File: src/rtl/clksel_pkg.sv
`timescale 1ns/1ps
package clksel_pkg;

    typedef enum logic [1:0] {
        SRC_INT  = 2'd0,
        SRC_LOW  = 2'd1,
        SRC_HIGH = 2'd2,
        SRC_RSVD = 2'd3
    } src_e;

    typedef enum logic [1:0] {
        REG_ENA  = 2'd0,
        REG_SRC  = 2'd1,
        REG_GEAR = 2'd2,
        REG_STAT = 2'd3
    } reg_e;

    localparam int NUM_OSC = 3;

    // Packed so that the field order matches the enable register bits [5:0].
    typedef struct packed {
        logic [1:0] int_wait;
        logic       low_wait_en;
        logic       high_en;
        logic       low_en;
        logic       int_en;
    } osc_cfg_t;

    localparam osc_cfg_t CFG_RESET = '{int_wait: 2'd0, low_wait_en: 1'b1,
                                       high_en: 1'b0, low_en: 1'b0, int_en: 1'b1};

    function automatic int int_wait_cycles(input logic [1:0] sel);
        return 16 << sel;
    endfunction

    function automatic logic [3:0] gear_period_m1(input logic [1:0] g);
        return 4'((1 << g) - 1);
    endfunction

endpackage

File: src/rtl/clksel_stab.sv
`timescale 1ns/1ps
module clksel_stab #(
    parameter int CNT_W = 9
) (
    input  logic             clk,
    input  logic             rst,
    input  logic             run,
    input  logic [CNT_W-1:0] limit,
    output logic             ready
);
    logic [CNT_W-1:0] cnt_q;

    always_ff @(posedge clk) begin
        if (rst || !run) begin
            cnt_q <= '0;
        end else if (cnt_q < limit) begin
            cnt_q <= cnt_q + 1'b1;
        end
    end

    assign ready = run && (cnt_q >= limit);
endmodule

File: src/rtl/clksel_gear.sv
`timescale 1ns/1ps
module clksel_gear (
    input  logic       clk,
    input  logic       rst,
    input  logic [1:0] gear,
    input  logic       restart,
    input  logic       run,
    output logic       ce
);
    import clksel_pkg::*;

    logic [3:0] div_q;
    logic       tick;

    assign tick = (div_q == gear_period_m1(gear));

    always_ff @(posedge clk) begin
        if (rst || restart) begin
            div_q <= '0;
        end else if (tick) begin
            div_q <= '0;
        end else begin
            div_q <= div_q + 1'b1;
        end
    end

    assign ce = tick && run;
endmodule

File: src/rtl/clksel_top.sv
`timescale 1ns/1ps
module clksel_top #(
    parameter int HIGH_WAIT = 64,
    parameter int LOW_WAIT  = 256
) (
    input  logic       clk,
    input  logic       rst,
    input  logic       wr_en,
    input  logic [1:0] addr,
    input  logic [7:0] wdata,
    output logic [7:0] rdata,
    input  logic       osc_int_ok,
    input  logic       osc_low_ok,
    input  logic       osc_high_ok,
    input  logic       sleep,
    input  logic       halt,
    output logic [1:0] src_sel,
    output logic       core_ce
);
    import clksel_pkg::*;

    localparam int MAX_A    = (HIGH_WAIT > LOW_WAIT) ? HIGH_WAIT : LOW_WAIT;
    localparam int MAX_WAIT = (MAX_A > 128) ? MAX_A : 128;
    localparam int CNT_W    = $clog2(MAX_WAIT + 1);

    osc_cfg_t   cfg_q;
    src_e       src_q;
    logic [1:0] gear_q;
    logic       sleep_q;
    logic       wake;

    logic [NUM_OSC-1:0] en_vec;
    logic [NUM_OSC-1:0] ok_vec;
    logic [NUM_OSC-1:0] rdy;
    logic [3:0]         rdy_ext;
    logic [CNT_W-1:0]   lim [NUM_OSC];

    osc_cfg_t ena_wr;
    logic     src_ok;
    logic     gear_wr;

    assign wake    = sleep_q && !sleep;
    assign en_vec  = {cfg_q.high_en, cfg_q.low_en, cfg_q.int_en};
    assign ok_vec  = {osc_high_ok, osc_low_ok, osc_int_ok};
    assign rdy_ext = {1'b0, rdy};

    // Wait lengths per oscillator, indexed by source code.
    always_comb begin
        lim[SRC_INT]  = CNT_W'(int_wait_cycles(cfg_q.int_wait));
        lim[SRC_LOW]  = cfg_q.low_wait_en ? CNT_W'(LOW_WAIT) : '0;
        lim[SRC_HIGH] = CNT_W'(HIGH_WAIT);
    end

    for (genvar i = 0; i < NUM_OSC; i++) begin : g_stab
        clksel_stab #(.CNT_W(CNT_W)) u_stab (
            .clk   (clk),
            .rst   (rst),
            .run   (en_vec[i] && ok_vec[i]),
            .limit (lim[i]),
            .ready (rdy[i])
        );
    end

    // Enable write with the active oscillator's bit pinned high.
    always_comb begin
        ena_wr = osc_cfg_t'(wdata[5:0]);
        case (src_q)
            SRC_INT:  ena_wr.int_en  = 1'b1;
            SRC_LOW:  ena_wr.low_en  = 1'b1;
            SRC_HIGH: ena_wr.high_en = 1'b1;
            default:  ;
        endcase
    end

    assign src_ok  = (wdata[1:0] != SRC_RSVD) && rdy_ext[wdata[1:0]];
    assign gear_wr = wr_en && !wake && (addr == REG_GEAR);

    always_ff @(posedge clk) begin
        if (rst) begin
            cfg_q   <= CFG_RESET;
            src_q   <= SRC_INT;
            gear_q  <= 2'd0;
            sleep_q <= 1'b0;
        end else begin
            sleep_q <= sleep;
            if (wake) begin
                cfg_q.int_en <= 1'b1;
                src_q        <= SRC_INT;
            end else if (wr_en) begin
                case (reg_e'(addr))
                    REG_ENA:  cfg_q  <= ena_wr;
                    REG_SRC:  if (src_ok) src_q <= src_e'(wdata[1:0]);
                    REG_GEAR: gear_q <= wdata[1:0];
                    default:  ;
                endcase
            end
        end
    end

    clksel_gear u_gear (
        .clk     (clk),
        .rst     (rst),
        .gear    (gear_q),
        .restart (gear_wr),
        .run     (!halt && !sleep),
        .ce      (core_ce)
    );

    always_comb begin
        case (reg_e'(addr))
            REG_ENA:  rdata = {2'b00, cfg_q};
            REG_SRC:  rdata = {6'b0, src_q};
            REG_GEAR: rdata = {6'b0, gear_q};
            default:  rdata = {5'b0, rdy};
        endcase
    end

    assign src_sel = src_q;
endmodule

File: config.mk
export PLATFORM = sky130hd
export DESIGN_NAME = clksel_top
export DESIGN_NICKNAME = d
export VERILOG_FILES = /design/src/rtl/clksel_pkg.sv /design/src/rtl/clksel_stab.sv /design/src/rtl/clksel_gear.sv /design/src/rtl/clksel_top.sv
export SDC_FILE = /design/constraint.sdc
export NUM_CORES = 1
export LEC_CHECK = 0
export ABC_AREA = 1
export CORE_MARGIN = 2
export CORE_UTILIZATION = 40
export DETAILED_ROUTE_END_ITERATION = 16
export DONT_BUFFER_PORTS = 1
export HOLD_SLACK_MARGIN = 0.06
export PLACE_DENSITY_LB_ADDON = 0.12
export SLEW_MARGIN = 30
export SYNTH_ARGS = -nofsm -noshare
export SYNTH_HDL_FRONTEND = slang
export SYNTH_SLANG_ARGS = --single-unit
File: constraint.sdc
create_clock -name clk -period 1.93 [get_ports clk]
set_input_delay 0.386 -clock clk [delete_from_list [all_inputs] [get_ports clk]]
set_output_delay 0.386 -clock clk [all_outputs]
set_load 0.05 [all_outputs]
==> key figures, run 1 <==
Worst setup path
  • Buf/Inv on CP: 3
  • Setup CP Type: register to primary output
  • Crit-path cells: inv_2 -> nand2_2 -> ha_4 -> nand2_2 -> inv_2 -> nand2_2 -> nand2_1 -> nand2_1 -> nand2_2 -> a21oi_4 -> a31oi_4 -> buf_12
  • Worst EP required: 1540 ps
  • Worst-path maximum fanout: 4
  • Crit. End Element: primary output
  • Most common cell on crit path: nand2_2
  • Critical path startpoint category: register
  • Family with the most delay on the worst path: simple AND/OR/NAND/NOR gates
  • Crit path DAT: 1770 ps
  • Slowest CP cell: dfxtp_2
  • Largest stage delay, worst path: 330 ps

Synth
  • Post-Syn Area: 2130 µm²
  • Synth top area share: 39.4%
  • Synth area leaders: dfxtp_1, nand2_1, a21oi_1
  • Leading area contributor after synthesis: dfxtp_1
  • Avg Inst Size Synth: 7.46 µm²
  • Cell count after synthesis: 286
  • Synthesis Warnings: 0
  • Seq/Total Area, Yosys: 39.4%
  • Synth unique cells: 34
  • Seq cells post-synth: 42

Clock network
  • Clock transition at path regs: 80 ps
  • Root cell of the clock tree: clkbuf_8
  • Post-CTS Setup Bufs: 0
  • H-tree depth: 2
  • Worst-Skew Late Latency: 300 ps
  • CTS tree: yes
  • Clock sink total: 42
  • Total CTS buffers: 5
  • Max Buffers Root-to-Sink: 2

Timing
  • Fin crit share: 112%
  • Final setup margin: -224 ps
  • RSZ-0062 raised after global routing: true
  • Fin Clk Skew: 7.01 ps
  • Endpoints failing setup: 1
  • Slew Limit Fails: 0
  • Fmax: 0.464 GHz
  • Min Clock Period, post-route: 2150 ps
  • Final hold viol count: 0

Route
  • WL/cell: 11.4 µm
  • Vias per inst: 4.72
  • Drt initial violations: 55
  • Post-route ant nets: 0
  • Vias: 1785
  • DRC errors left: 0
  • First-pass iteration count of the detailed router: 4
  • Total wire length: 4310 µm

Global route
  • Global Route Usage Sum: 16.1%
  • Pin count of the biggest net entering global routing: 14
  • Initial antenna violation count: 0
  • Vias in the first global route: 1773
  • First-pass GRT wire length: 7690 µm
  • Remaining Overflow, GRT: 0

Placed design
  • Port buffer count: 0
  • Placement Setup Slack: -12.1 ps
  • DP Wirelength: 3310 µm
  • GP Congestion: 0.808

Power
  • Leakage: 1.03 nW
  • Pwr dens: 769 nW/µm²
  • Max VDD drop: 0.396 mV

Cells and area
  • Most frequent cells in the layout: dfxtp_1, inv_1, nand2_1, nor2_1, a21oi_1
  • Fraction of layout cells with a size suffix above 1: 22.4%
  • Ant diodes: 0
  • Most common cell after layout, fill and taps aside: dfxtp_1
  • Area Overhead vs Synth: 21.0%
  • Utilization after layout: 50.2%
  • Fin nets: 335
  • Fill cell count: 568

Floorplanning
  • IO Pins: 29
  • Die height: 77.1 µm
  • Core Footprint: 5140 µm²
  • Die Width: 77.1 µm
  • FP Rows: 26
  • Starting Density: 41.5%
  • Die area: 5940 µm²

Run status
  • Status: finished, violations left
  • Failing checks: negative setup slack

Hold path
  • Hold WC Path Type: input pin to register

Job
  • Total of max-cap violations: 0
power breakdown:
part,switching [mW],total [mW],internal [mW]
sequential,0.0168,0.902,0.885
clock,0.311,0.863,0.552
combinational,0.145,0.222,0.0772
total,0.473,1.99,1.51
per-stage QoR:
stage / total power [mW] / area (µm²) / TNS, ps / hold WS (ps) / std cells
floorplan: 1.08 / 2160 / -87.4 / 419 / 287
global placement: 1.13 / 2360 / 0 / 427 / 370
detailed placement: 1.13 / 2360 / -12.1 / 431 / 370
CTS: 2.00 / 2540 / -257 / 145 / 378
global route: 2.08 / 2580 / -455 / 141 / 378
finish: 1.99 / 2580 / -224 / 154 / 378
synth_stat cells:
cell,n
nor3_1,5
o22ai_1,1
ha_1,10
nand4_1,3
o21ai_0,10
nor2_1,32
buf_4,2
nand3_1,18
o2111ai_1,1
conb_1,1
a211oi_2,1
buf_6,1
nor3_2,1
or2_0,1
o21ai_1,13
a31oi_1,2
nand2_2,2
nand2_1,40
nand3_2,2
nor3b_2,1
nor2_8,1
a21oi_1,28
nor4_2,1
xnor2_1,3
nor2_4,3
a21oi_2,1
inv_1,37
dfxtp_1,42
inv_2,12
xor2_1,6
clkinv_1,1
nand3b_1,1
nor2_2,2
nor3_4,1
state kept, by name, summed over array words and instances (netlist names):
signal and flops:
g_stab.u_stab.cnt_q 27, cfg_q 6, u_gear.div_q 4, gear_q 2
src_sel 2, sleep_q 1
what timing repair did:
| item | CTS | global route |
|---|---|---|
| resized for setup | 8 | 12 |
| hold buffers | 0 | 0 |
| setup endpoints to repair | 1 | 4 |
| pin swaps | 5 | 4 |
metal layers:
metal | GRT usage [%] | share of wire, % | vias up
met1 | 19.4 | 47 | 798
met5 | 0 | 0 | -
met4 | 6.07 | 1.9 | 0
met2 | 26.2 | 47 | 21
met3 | 5.65 | 4.7 | 8
li1 | - | - | 958
path summary, 6_finish.rpt:
| path | slack, ps | to | depth (start not counted) | start |
|---|---|---|---|---|
| setup / recovery | -220 | rdata[0] | 12 | cfg_q[4] |
| hold / removal | 150 | sleep_q | 1 | rst |
| setup reg to reg | 130 | src_sel[1] | 15 | cfg_q[4] |
| hold reg to reg | 440 | g_stab[2].u_stab.cnt_q[8] | 2 | g_stab[2].u_stab.cnt_q[8] |
kinds of logic (layout without fill, tap and decap cells):
kind of cell             after synthesis  in the layout  synth area share [%]
AND/OR/NAND/NOR                      114            114                  26.6
AO/OA/AOI/OAI                         57             57                  14.2
buffers and inverters                 53             74                  10.0
flip-flops                            42             42                  39.4
adder cells (fa/ha/maj)               10             10                  5.86
XOR/XNOR                               9              9                  3.69
other                                  1              2                 0.176
layout make-up:
cell class                 count  area (µm²)  share of cell area, %
sequential                    42         843                   32.7
multi-input combinational    192        1170                   45.2
timing repair buffer          16         153                   5.91
clock inverter                 2        60.1                   2.33
tap                           70        87.6                   3.39
clock buffer                   6        82.6                   3.20
inverter                      50         190                   7.36
Note: power is estimated with default switching activity, not from simulation.
==> inputs of run 2 (changes only) <==
ABC_AREA = not set   (was 1)
SETUP_SLACK_MARGIN = 0.02   (was not set)
==> run 2 against run 1 <==
Net effect:
- the flow still finishes with violations (negative setup slack)
- critical path depth fell by 6
- synthesized area fell by 1.9%
- core utilization rose by 1.5 points
- worst hold slack got worse by 3.0 ps
- critical endpoint unchanged
==> key figures, run 2 <==
Floorplanning
  • Core Footprint: 5070 µm² (was 5140 µm²)
  • Die height: 76.3 µm (was 77.1 µm)
  • FP Rows: 26 (unchanged)
  • Die area: 5830 µm² (was 5940 µm²)
  • IO Pins: 29 (unchanged)
  • Die Width: 76.3 µm (was 77.1 µm)
  • Starting Density: 41.2% (was 41.5%)

Synth
  • Async SR Flop Fraction: 0% (unchanged)
  • Post-Syn Area: 2090 µm² (was 2130 µm²)
  • Main synth FF type: dfxtp_1 (unchanged)
  • Proportion of synthesized area in mux cells: 4.54% (was 0%)
  • Synthesis Warnings: 0 (unchanged)
  • EDFF count, synth: 0 (unchanged)
  • Post-synthesis compound-gate area fraction: 12.7% (was 14.2%)
  • Synth top area share: 40.2% (was 39.4%)
  • Avg Inst Size Synth: 8.61 µm² (was 7.46 µm²)
  • Most common cell in the netlist: dfxtp_1 (unchanged)
  • Synth Area in Simple Gates: 26.4% (was 26.6%)
  • Synth area leaders: dfxtp_1, nor2_1, ha_1 (was dfxtp_1, nand2_1, a21oi_1)
  • Leading area contributor after synthesis: dfxtp_1 (unchanged)
  • Cell count after synthesis: 243 (was 286)
  • Post-synthesis xor/xnor area fraction: 5.86% (was 3.69%)
  • Post-synthesis adder-cell area fraction: 5.98% (was 5.86%)
  • Seq cells post-synth: 42 (unchanged)
  • Synth unique cells: 46 (was 34)
  • Largest family of logic cells by synthesized area: simple AND/OR/NAND/NOR gates (unchanged)
  • Commonest cells post-synth: dfxtp_1, nor2_1, nand2_1, a21oi_1, inv_1 (was dfxtp_1, nand2_1, inv_1, nor2_1, a21oi_1)
  • Seq/Total Area, Yosys: 40.2% (was 39.4%)

Placed design
  • Placed standard-cell area: 2340 µm² (was 2360 µm²)
  • Port buffer count: 0 (unchanged)
  • Placement Setup Slack: -331 ps (was -12.1 ps)
  • GP Congestion: 0.743 (was 0.808)
  • DP Wirelength: 3200 µm (was 3310 µm)

Route
  • First-pass iteration count of the detailed router: 4 (unchanged)
  • Total wire length: 4510 µm (was 4310 µm)
  • Vias: 1720 (was 1785)
  • Vias per inst: 5.03 (was 4.72)
  • WL/cell: 13.2 µm (was 11.4 µm)
  • DRC errors left: 0 (unchanged)
  • Post-route ant nets: 0 (unchanged)
  • Drt initial violations: 39 (was 55)

Power
  • Sw Pwr: 0.396 mW (was 0.473 mW)
  • Internal Power: 1.23 mW (was 1.51 mW)
  • Max VDD drop: 0.356 mV (was 0.396 mV)
  • Sw Ratio: 24.4% (was 23.8%)
  • Reg power frac: 54.7% (was 45.4%)
  • Total Power: 1.63 mW (was 1.99 mW)
  • Clk pwr share: 36.0% (was 43.4%)
  • Combinational share of power: 9.3% (was 11.2%)
  • Leakage: 0.950 nW (was 1.03 nW)
  • Pwr dens: 619 nW/µm² (was 769 nW/µm²)

Clock network
  • CTS Hold Buffers Added: 0 (unchanged)
  • Worst-Skew Late Latency: 290 ps (was 300 ps)
  • Total CTS buffers: 5 (unchanged)
  • Root cell of the clock tree: clkbuf_8 (unchanged)
  • Max Buffers Root-to-Sink: 2 (unchanged)
  • Clock transition at path regs: 80 ps (about the same)
  • H-tree depth: 2 (unchanged)
  • CTS tree: yes (unchanged)
  • Clock sink total: 42 (unchanged)

Timing
  • Final hold viol count: 0 (unchanged)
  • Slew Limit Fails: 0 (unchanged)
  • Final setup margin: -608 ps (was -224 ps)
  • Fin crit share: 131% (was 112%)
  • RSZ-0062 raised after global routing: true (unchanged)
  • Fin Clk Skew: 2.50 ps (was 7.01 ps)
  • Min Clock Period, post-route: 2540 ps (was 2150 ps)
  • Fmax: 0.394 GHz (was 0.464 GHz)
  • Worst-Margin Slew: 536 ps
  • Endpoints failing setup: 2 (was 1)
  • Relative slew margins: 64.1%

Cells and area
  • Largest registers: g_stab.u_stab.cnt_q (27), cfg_q (6), u_gear.div_q (4) (unchanged)
  • Ant diodes: 0 (unchanged)
  • Max reg flops: 27 (unchanged)
  • Area Overhead vs Synth: 25.3% (was 21.0%)
  • Final instance area: 2620 µm² (was 2580 µm²)
  • Most frequent cells in the layout: nor2_1, dfxtp_1, buf_4, nand2_1, inv_1 (was dfxtp_1, inv_1, nand2_1, nor2_1, a21oi_1)
  • Fin nets: 299 (was 335)
  • Reg with most FFs: g_stab.u_stab.cnt_q (unchanged)
  • Most common cell after layout, fill and taps aside: nor2_1 (was dfxtp_1)
  • Fraction of layout cells with a size suffix above 1: 26.5% (was 22.4%)
  • Utilization after layout: 51.7% (was 50.2%)

Global route
  • Global Route Usage Sum: 16.2% (was 16.1%)
  • Pin count of the biggest net entering global routing: 13 (was 14)
  • First-pass GRT wire length: 7620 µm (was 7690 µm)
  • Vias in the first global route: 1624 (was 1773)
  • Initial antenna violation count: 0 (unchanged)
  • Remaining Overflow, GRT: 0 (unchanged)

Worst setup path
  • Reg-to-reg endpoint: g_stab[0].u_stab.cnt_q[7] (was src_sel[1])
  • FF-to-FF Start: cfg_q[4] (unchanged)
  • Crit path DAT: 2150 ps (was 1770 ps)
  • Worst EP required: 1540 ps (about the same)
  • Worst reg-to-reg path cell count: 7 (was 15)
  • Setup CP Type: register to primary output (unchanged)
  • Worst-path maximum fanout: 5 (was 4)
  • Crit. End Element: primary output (unchanged)
  • Reg2reg setup slack: -20 ps (was 130 ps)
  • Critical path startpoint category: register (unchanged)

Run status
  • Status: finished, violations left (unchanged)
  • Failing checks: negative setup slack (unchanged)

Hold path
  • Hold WC Path Type: input pin to register (unchanged)
  • Worst hold endpoint: gear_q[1] (was sleep_q)
  • Hold Crit Start: rst (unchanged)
  • Hold depth: 1 (unchanged)

Job
  • Total of max-cap violations: 0 (unchanged)
-- run 2: cell count changes in the layout (fill, tap and decap cells not counted), sizes merged, moves of 5 or more --
cell,before,now
a21oi,29,14
nand2b,0,5
and3,0,5
buf,16,27
inv,49,12
nand3,20,9
o21ai,23,10
nand2,42,16
or3,0,5
mux2i,0,5
-- run 2: cells by family (layout without fill, tap and decap cells) --
group	count (synthesis)	in the layout
simple gates	107	107
compound gates	42	42
flops	42	42
buf+inv	20	48
xor+xnor	14	14
fa+ha+maj	10	10
mux	7	7
other cells	1	2
-- run 2: cell type report --
class / instances / area, µm²
Fill cell: 500 / 2450
Multi-Input combinational cell: 182 / 1330
Sequential cell: 42 / 858
Timing Repair Buffer: 27 / 210
Tap cell: 70 / 87.6
Clock buffer: 7 / 86.3
Inverter: 13 / 48.8
Clock inverter: 1 / 5.00
-- run 2: worst max-delay path: stages (launching register included) --
cell and delay (ps):
dfxtp_4 370, nand2b_4 150, ha_4 170, nor4_4 270, a22o_1 220, nor2_1 50
mux4_2 630
-- run 2: through the flow --
stage	setup TNS (ps)	std cells	hold WS, ps
after floorplan	-291	244	419
after global routing	-1240	342	136
after global placement	-322	329	426
final	-623	342	151
after CTS	-628	339	139
after detailed placement	-331	329	428
-- run 2: routing by layer --
layer | GRT usage (%) | vias up | share of wire [%]
met4 | 5.45 | 0 | 1.0
met3 | 4.27 | 4 | 5.0
met1 | 21.9 | 784 | 48
met2 | 25.0 | 31 | 46
met5 | 0 | - | 0
li1 | - | 901 | -
-- run 2: worst max path at each step --
| stage | slack, ps | end | cells after the start | from |
|---|---|---|---|---|
| 3_3_place_gp | -320 | rdata[0] | 6 | cfg_q[4] |
| 4_1_cts | -590 | rdata[0] | 6 | cfg_q[5] |
| 6_report | -610 | rdata[0] | 6 | cfg_q[4] |
| 2_1_floorplan | -290 | rdata[0] | 6 | cfg_q[4] |
| 5_1_grt | -710 | rdata[0] | 6 | cfg_q[4] |
| 3_5_place_dp | -330 | rdata[0] | 6 | cfg_q[4] |
-- run 2: power by group through the flow --
stage | sequential, mW | clock, mW | combinational (mW)
finish | 0.890 | 0.584 | 0.151
CTS | 0.889 | 0.611 | 0.140
detailed placement | 0.910 | 0 | 0.135
floorplan | 0.906 | 0 | 0.110
global route | 0.892 | 0.644 | 0.166
global placement | 0.910 | 0 | 0.135
-- run 2: timing repair --
item | CTS | global route
setup endpoints to repair | 5 | 10
buffers inserted | 2 | 3
resized for setup | 13 | 23
pin swaps | 7 | 12
